--- src/rtl/status_pkg.sv ---
// Shared bit positions and widths for the status register.
// Assumes an 8-bit status word with the layout given in the brief.
package status_pkg;
    localparam int unsigned WORD_W   = 8;
    localparam int unsigned NFLAGS   = 3;
    localparam int unsigned BIT_C    = 0;
    localparam int unsigned BIT_DC   = 1;
    localparam int unsigned BIT_Z    = 2;
    localparam int unsigned BIT_PD   = 3;
    localparam int unsigned BIT_TO   = 4;
    localparam int unsigned BIT_RP0  = 5;
    localparam int unsigned BIT_RP1  = 6;
    localparam int unsigned BIT_IRP  = 7;
endpackage

--- src/rtl/status_alu_flags.sv ---
// Carry, digit-carry and zero flags.
// Priority for each flag: ALU update, then clear, then bus write.
// On a clear, zero is set and the two carries hold.
module status_alu_flags
    import status_pkg::*;
(
    input  logic              clk,
    input  logic              rst_n,
    input  logic              wr_en_i,
    input  logic [NFLAGS-1:0] wr_bits_i,
    input  logic              clr_i,
    input  logic [NFLAGS-1:0] upd_i,
    input  logic [NFLAGS-1:0] alu_i,
    output logic [NFLAGS-1:0] flags_o
);
    logic [NFLAGS-1:0] flags_q;
    logic [NFLAGS-1:0] flags_d;

    for (genvar i = 0; i < NFLAGS; i++) begin : g_flag
        // Next-value selection for flag i, following the priority order.
        always_comb begin
            if (upd_i[i])
                flags_d[i] = alu_i[i];
            else if (clr_i)
                flags_d[i] = (i == BIT_Z) ? 1'b1 : flags_q[i];
            else if (wr_en_i)
                flags_d[i] = wr_bits_i[i];
            else
                flags_d[i] = flags_q[i];
        end


        alu_wins_chk: assert property (@(posedge clk) disable iff (!rst_n)
            (rst_n && upd_i[i]) |=> (flags_o[i] == $past(alu_i[i])));
    end

    // Flag storage with synchronous reset.
    always_ff @(posedge clk) begin
        if (!rst_n) flags_q <= '0;
        else        flags_q <= flags_d;
    end

    assign flags_o = flags_q;


    clr_sets_z_chk: assert property (@(posedge clk) disable iff (!rst_n)
        (rst_n && clr_i && !upd_i[BIT_Z]) |=> flags_o[BIT_Z]);
endmodule

--- src/rtl/status_reset_flags.sv ---
// Time-out and power-down flags, driven only by events.
// The bus cannot write them. Priority: power-up first; for time-out,
// then watchdog time-out, sleep, watchdog clear; for power-down,
// then sleep, watchdog clear.
module status_reset_flags (
    input  logic clk,
    input  logic rst_n,
    input  logic pwr_up_i,
    input  logic wdt_clr_i,
    input  logic sleep_i,
    input  logic wdt_to_i,
    output logic to_o,
    output logic pd_o
);
    logic to_q, pd_q, to_d, pd_d;

    // Event-driven next value for the time-out flag.
    always_comb begin
        if (pwr_up_i)       to_d = 1'b1;
        else if (wdt_to_i)  to_d = 1'b0;
        else if (sleep_i)   to_d = 1'b1;
        else if (wdt_clr_i) to_d = 1'b1;
        else                to_d = to_q;
    end

    // Event-driven next value for the power-down flag.
    always_comb begin
        if (pwr_up_i)       pd_d = 1'b1;
        else if (sleep_i)   pd_d = 1'b0;
        else if (wdt_clr_i) pd_d = 1'b1;
        else                pd_d = pd_q;
    end

    // Flag storage; both flags come up set.
    always_ff @(posedge clk) begin
        if (!rst_n) begin
            to_q <= 1'b1;
            pd_q <= 1'b1;
        end else begin
            to_q <= to_d;
            pd_q <= pd_d;
        end
    end

    assign to_o = to_q;
    assign pd_o = pd_q;


    no_event_hold_chk: assert property (@(posedge clk) disable iff (!rst_n)
        (rst_n && !pwr_up_i && !wdt_clr_i && !sleep_i && !wdt_to_i)
        |=> ($stable(to_o) && $stable(pd_o)));

    timeout_clears_chk: assert property (@(posedge clk) disable iff (!rst_n)
        (rst_n && wdt_to_i && !pwr_up_i) |=> (!to_o && $stable(pd_o)));

    sleep_pd_chk: assert property (@(posedge clk) disable iff (!rst_n)
        (rst_n && sleep_i && !pwr_up_i) |=> !pd_o);
endmodule

--- src/rtl/status_bank_sel.sv ---
// Three bank-select bits and the decode of the direct bank base address.
// A clear zeroes the bits and wins over a bus write. The indirect bit
// plays no part in the decode.
module status_bank_sel #(
    parameter int unsigned BANK_BYTES = 128,
    localparam int unsigned BASE_W    = $clog2(BANK_BYTES) + 2
) (
    input  logic              clk,
    input  logic              rst_n,
    input  logic              wr_en_i,
    input  logic [2:0]        wr_bits_i,
    input  logic              clr_i,
    output logic [2:0]        sel_o,
    output logic [BASE_W-1:0] base_o
);
    localparam int unsigned OFS_W = BASE_W - 2;

    logic [2:0] sel_q;

    // Bank-select storage: clear first, then bus write.
    always_ff @(posedge clk) begin
        if (!rst_n)       sel_q <= '0;
        else if (clr_i)   sel_q <= '0;
        else if (wr_en_i) sel_q <= wr_bits_i;
    end

    assign sel_o  = sel_q;
    // Base address: the two direct bits above a zero in-bank offset.
    assign base_o = {sel_q[1:0], {OFS_W{1'b0}}};


    bank_write_chk: assert property (@(posedge clk) disable iff (!rst_n)
        (rst_n && wr_en_i && !clr_i) |=> (sel_o == $past(wr_bits_i)));

    clr_bank_chk: assert property (@(posedge clk) disable iff (!rst_n)
        (rst_n && clr_i) |=> (sel_o == 3'b000));
endmodule

--- src/rtl/status_reg.sv ---
// Top of the status register. Puts the word together from the flag,
// reset-cause and bank units, and exposes the decoded bank base.
// Assumes at most one instruction per cycle drives the write, clear and ALU ports.
module status_reg
    import status_pkg::*;
#(
    parameter int unsigned BANK_BYTES = 128,
    localparam int unsigned BASE_W    = $clog2(BANK_BYTES) + 2
) (
    input  logic              clk,
    input  logic              rst_n,
    input  logic              wr_en_i,
    input  logic [WORD_W-1:0] wr_data_i,
    input  logic              clr_i,
    input  logic [NFLAGS-1:0] alu_upd_i,
    input  logic [NFLAGS-1:0] alu_flags_i,
    input  logic              pwr_up_i,
    input  logic              wdt_clr_i,
    input  logic              sleep_i,
    input  logic              wdt_to_i,
    output logic [WORD_W-1:0] status_o,
    output logic [BASE_W-1:0] bank_base_o
);
    logic [NFLAGS-1:0] flags;
    logic              to_bit, pd_bit;
    logic [2:0]        sel;

    status_alu_flags u_flags (
        .clk       (clk),
        .rst_n     (rst_n),
        .wr_en_i   (wr_en_i),
        .wr_bits_i (wr_data_i[BIT_Z:BIT_C]),
        .clr_i     (clr_i),
        .upd_i     (alu_upd_i),
        .alu_i     (alu_flags_i),
        .flags_o   (flags)
    );

    status_reset_flags u_rst (
        .clk       (clk),
        .rst_n     (rst_n),
        .pwr_up_i  (pwr_up_i),
        .wdt_clr_i (wdt_clr_i),
        .sleep_i   (sleep_i),
        .wdt_to_i  (wdt_to_i),
        .to_o      (to_bit),
        .pd_o      (pd_bit)
    );

    status_bank_sel #(.BANK_BYTES(BANK_BYTES)) u_bank (
        .clk       (clk),
        .rst_n     (rst_n),
        .wr_en_i   (wr_en_i),
        .wr_bits_i (wr_data_i[BIT_IRP:BIT_RP0]),
        .clr_i     (clr_i),
        .sel_o     (sel),
        .base_o    (bank_base_o)
    );

    assign status_o = {sel, to_bit, pd_bit, flags};


    ro_bits_chk: assert property (@(posedge clk) disable iff (!rst_n)
        (rst_n && wr_en_i && !pwr_up_i && !wdt_clr_i && !sleep_i && !wdt_to_i)
        |=> $stable(status_o[BIT_TO:BIT_PD]));

    reset_val_chk: assert property (@(posedge clk)
        !rst_n |=> (status_o == 8'h18));
endmodule

--- config.mk ---
export PLATFORM = sky130hd
export DESIGN_NAME = status_reg
export DESIGN_NICKNAME = d
export VERILOG_FILES = /design/src/rtl/status_pkg.sv /design/src/rtl/status_alu_flags.sv /design/src/rtl/status_reset_flags.sv /design/src/rtl/status_bank_sel.sv /design/src/rtl/status_reg.sv
export SDC_FILE = /design/constraint.sdc
export NUM_CORES = 1
export LEC_CHECK = 0
export BUFFER_PORTS_ARGS = -buffer_cell sky130_fd_sc_hd__buf_4
export CORE_AREA = 2 2 39 41
export DETAILED_ROUTE_END_ITERATION = 8
export DIE_AREA = 0 0 41 43
export HOLD_SLACK_MARGIN = 0.12
export PLACE_DENSITY_LB_ADDON = 0.15
export SLEW_MARGIN = 20
export SYNTH_ARGS = -nofsm -noshare
export SYNTH_HDL_FRONTEND = slang
export SYNTH_HIERARCHICAL = 1
export SYNTH_SLANG_ARGS = --single-unit
--- constraint.sdc ---
create_clock -name clk -period 2.2 [get_ports clk]
set_clock_uncertainty 0.1 [all_clocks]
set_input_delay 0.44 -clock clk [delete_from_list [all_inputs] [get_ports clk]]
set_output_delay 0.44 -clock clk [all_outputs]
set_load 0.005 [all_outputs]
==> flow_metrics.py <==
metrics = {
    "timing": {
        "rsz0062_at_grt": "false",
        "timing.fmax_ghz": 0.8076,
        "fin_setup_tns_ns": 0,
        "setup_violations": 0,
        "hold_viol_final": 0,
        "min_period_ns": 1.238,
        "timing.final.crit_share_pct": 56.28,
        "slew_violations": 0,
    },
    "setup_path": {
        "cp_max_fo": 3,
        "max_stage_delay_ns": 0.34,
        "crit_type": "flop to primary output",
        "path_cells": "buf_4",
        "slowest_stage": "dfxtp_1",
        "critPathLaunchType": "flop",
        "r2r_start": "u_rst/to_o",
        "crit_start": "u_bank/sel_o[0]",
        "endpoint_kind": "primary output",
        "path_delay_family": "flip-flops",
        "arrival_ns": 0.70,
        "critPathRequiredTime_ns": 1.66,
        "cp_num_buf_inv": 1,
    },
    "global_routing": {
        "antenna_found_initial": 0,
        "overflow": 0,
        "grt_max_degree": 6,
        "grt_pass1_wl_um": 1097,
        "grt_util_all_layers_pct": 9.950,
        "grt_pass1_vias": 311,
    },
    "finish": {
        "fillers": 149,
        "multiInputGateArea_um2": 178.9,
        "nets": 97,
        "antennaDiodeCount": 0,
        "final_area_um2": 610.6,
        "synthToLayoutAreaGrowth_pct": 48.78,
        "seq_area_um2": 160.2,
        "layout-drive-gt1-share_pct": 46.58,
    },
    "clock_tree": {
        "path_clk_slew_ns": 0.05,
        "cts_hold_buf": 0,
        "cts_setup_buffers": 0,
        "cts_root_buf": "clkbuf_4",
        "htreeDepth": 1,
        "cts_resized": 0,
        "cts_buffer_depth": 2,
        "cts_tree": "done",
        "cts.sinks": 8,
        "clock_latency_ns": 0.24,
        "cts_buffers": 3,
    },
    "logic_synthesis": {
        "synthMuxAreaShare_pct": 14.63,
        "yosys.area_share.simple_pct": 12.80,
        "yosys_warnings": 6,
        "synth_cells": 46,
        "yosysTopAreaCellShare_pct": 39.02,
        "synth_top_cells_by_area": "dfxtp_1 39%, buf_4 20%, mux2i_1 15%, o21ai_0 4.9%, nor2_1 4.6%",
        "synth_area_um2": 410.4,
        "synth_top_family_by_area": "buffers and inverters",
        "synth_cell_types": 13,
        "synthAdderAreaFrac_pct": 0,
        "synth-seq-cells": 8,
        "synth_xor_area_share_pct": 0,
        "ys_seq_area_share_pct": 39.02,
        "synth-compound-area-share_pct": 9.756,
        "syn_area_per_cell_um2": 8.922,
        "yosys.area.top_type": "dfxtp_1",
    },
    "pwr": {
        "leakage_nw": 0.3211,
        "p_total_mw": 0.3278,
        "cellPowerDensity_mw_per_mm2": 536.9,
        "ir_worst_vdd_v": 0.0002590,
    },
    "worst_hold_path": {
        "hold_class": "input port to flop",
        "hp-start": "wdt_to_i",
    },
    "die": {
        "die-area_mm2": 0.001763,
        "row_count": 14,
        "die_w_um": 41,
        "die_h_um": 43,
        "initial_core_util_pct": 29.66,
        "io-pin-count": 39,
        "design.core.area_mm2": 0.001384,
    },
    "flow_run": {
        "cap_violations": 0,
    },
    "route": {
        "avgViaCountPerCell": 3.966,
        "dr.pass1.iters": 2,
        "vias": 353,
        "ant_nets": 0,
        "wl_per_cell_um": 8.427,
        "drt_drc_violations_left": 0,
        "drt_iter0_markers": 4,
        "wirelength_um": 750,
    },
    "place": {
        "place_hpwl_um": 653.2,
        "placed_cell_area_um2": 588.1,
        "gp_congestion": 0.5568,
        "port_buffers": 29,
    },
    "outcome": {
        "status": "finished, final reports clean",
    },
}
==> worst paths after layout <==
path / to / slack, ns / depth (start not counted)
worst min register to register: u_bank/sel_o[2] / 0.41 / 2
worst max register to register: u_rst/to_o / 1.43 / 2
worst min-delay path: u_rst/to_o / 0.28 / 2
worst max-delay path: bank_base_o[7] / 0.96 / 1
==> cell type report <==
| class | instances | area share, % |
|---|---|---|
| repair buffers | 29 | 35.66 |
| clock buffers | 3 | 3.689 |
| well taps | 16 | 3.279 |
| multi-input cells | 30 | 29.30 |
| inverters | 3 | 1.844 |
| flip-flops and latches | 8 | 26.23 |
==> where the power goes <==
part	switching, mW	internal, mW
clock	0.0443	0.0621
sequential	0.00368	0.153
combinational	0.0229	0.0422
total	0.0709	0.257
==> logic make-up (layout without fill, tap and decap cells) <==
logic type | Yosys count | after routing
buf+inv | 14 | 35
simple gates | 9 | 9
mux | 6 | 6
other cells | 1 | 7
compound gates | 8 | 8
flops | 8 | 8
==> stage by stage <==
step           cells  hold WS [ns]  worst slack, ns  util (%)
2_1_floorplan     52        0.3753            1.165         -
5_1_grt           89        0.2698           0.9088     44.12
4_1_cts           89        0.2716           0.9472     44.12
3_5_place_dp      86        0.4038           0.9507     42.50
3_3_place_gp      86        0.3807           0.9678     42.50
6_report          89        0.2766           0.9617     44.12
==> cell usage after synthesis <==
library cell and count:
buf_4 11, dfxtp_1 8, mux2i_1 6, nor2_1 5
o21ai_0 4, a21oi_1 3, inv_1 3, conb_1 1
nand2b_1 1, nor2b_2 1, nor2b_4 1, nor3_1 1
o21ai_1 1
==> state kept, by name, indices dropped and copies added (netlist names) <==
register	flops
u_rst/to_o	1
u_rst/pd_o	1
u_flags/flags_o	3
u_bank/sel_o	3
==> metal layers <==
| metal | global-route usage (%) | part of all wire [%] |
|---|---|---|
| met5 | 0 | 0 |
| met1 | 9.677 | 37 |
| met2 | 14.06 | 50 |
| met3 | 3.141 | 11 |
| met4 | 12.00 | 2.0 |
==> layout by cell type (no fill, tap or decap) <==
cell type | netlist | routed
nor2b_2 | 1 | 1
nor3_1 | 1 | 1
dfxtp_1 | 8 | 8
nand2b_1 | 1 | 1
inv_1 | 3 | 3
conb_1 | 1 | 7
o21ai_1 | 1 | 1
nor2b_4 | 1 | 1
clkbuf_4 | 0 | 3
a21oi_1 | 3 | 3
nor2_1 | 5 | 5
buf_4 | 11 | 29
o21ai_0 | 4 | 4
mux2i_1 | 6 | 6
(Power assumes the default switching activity.)
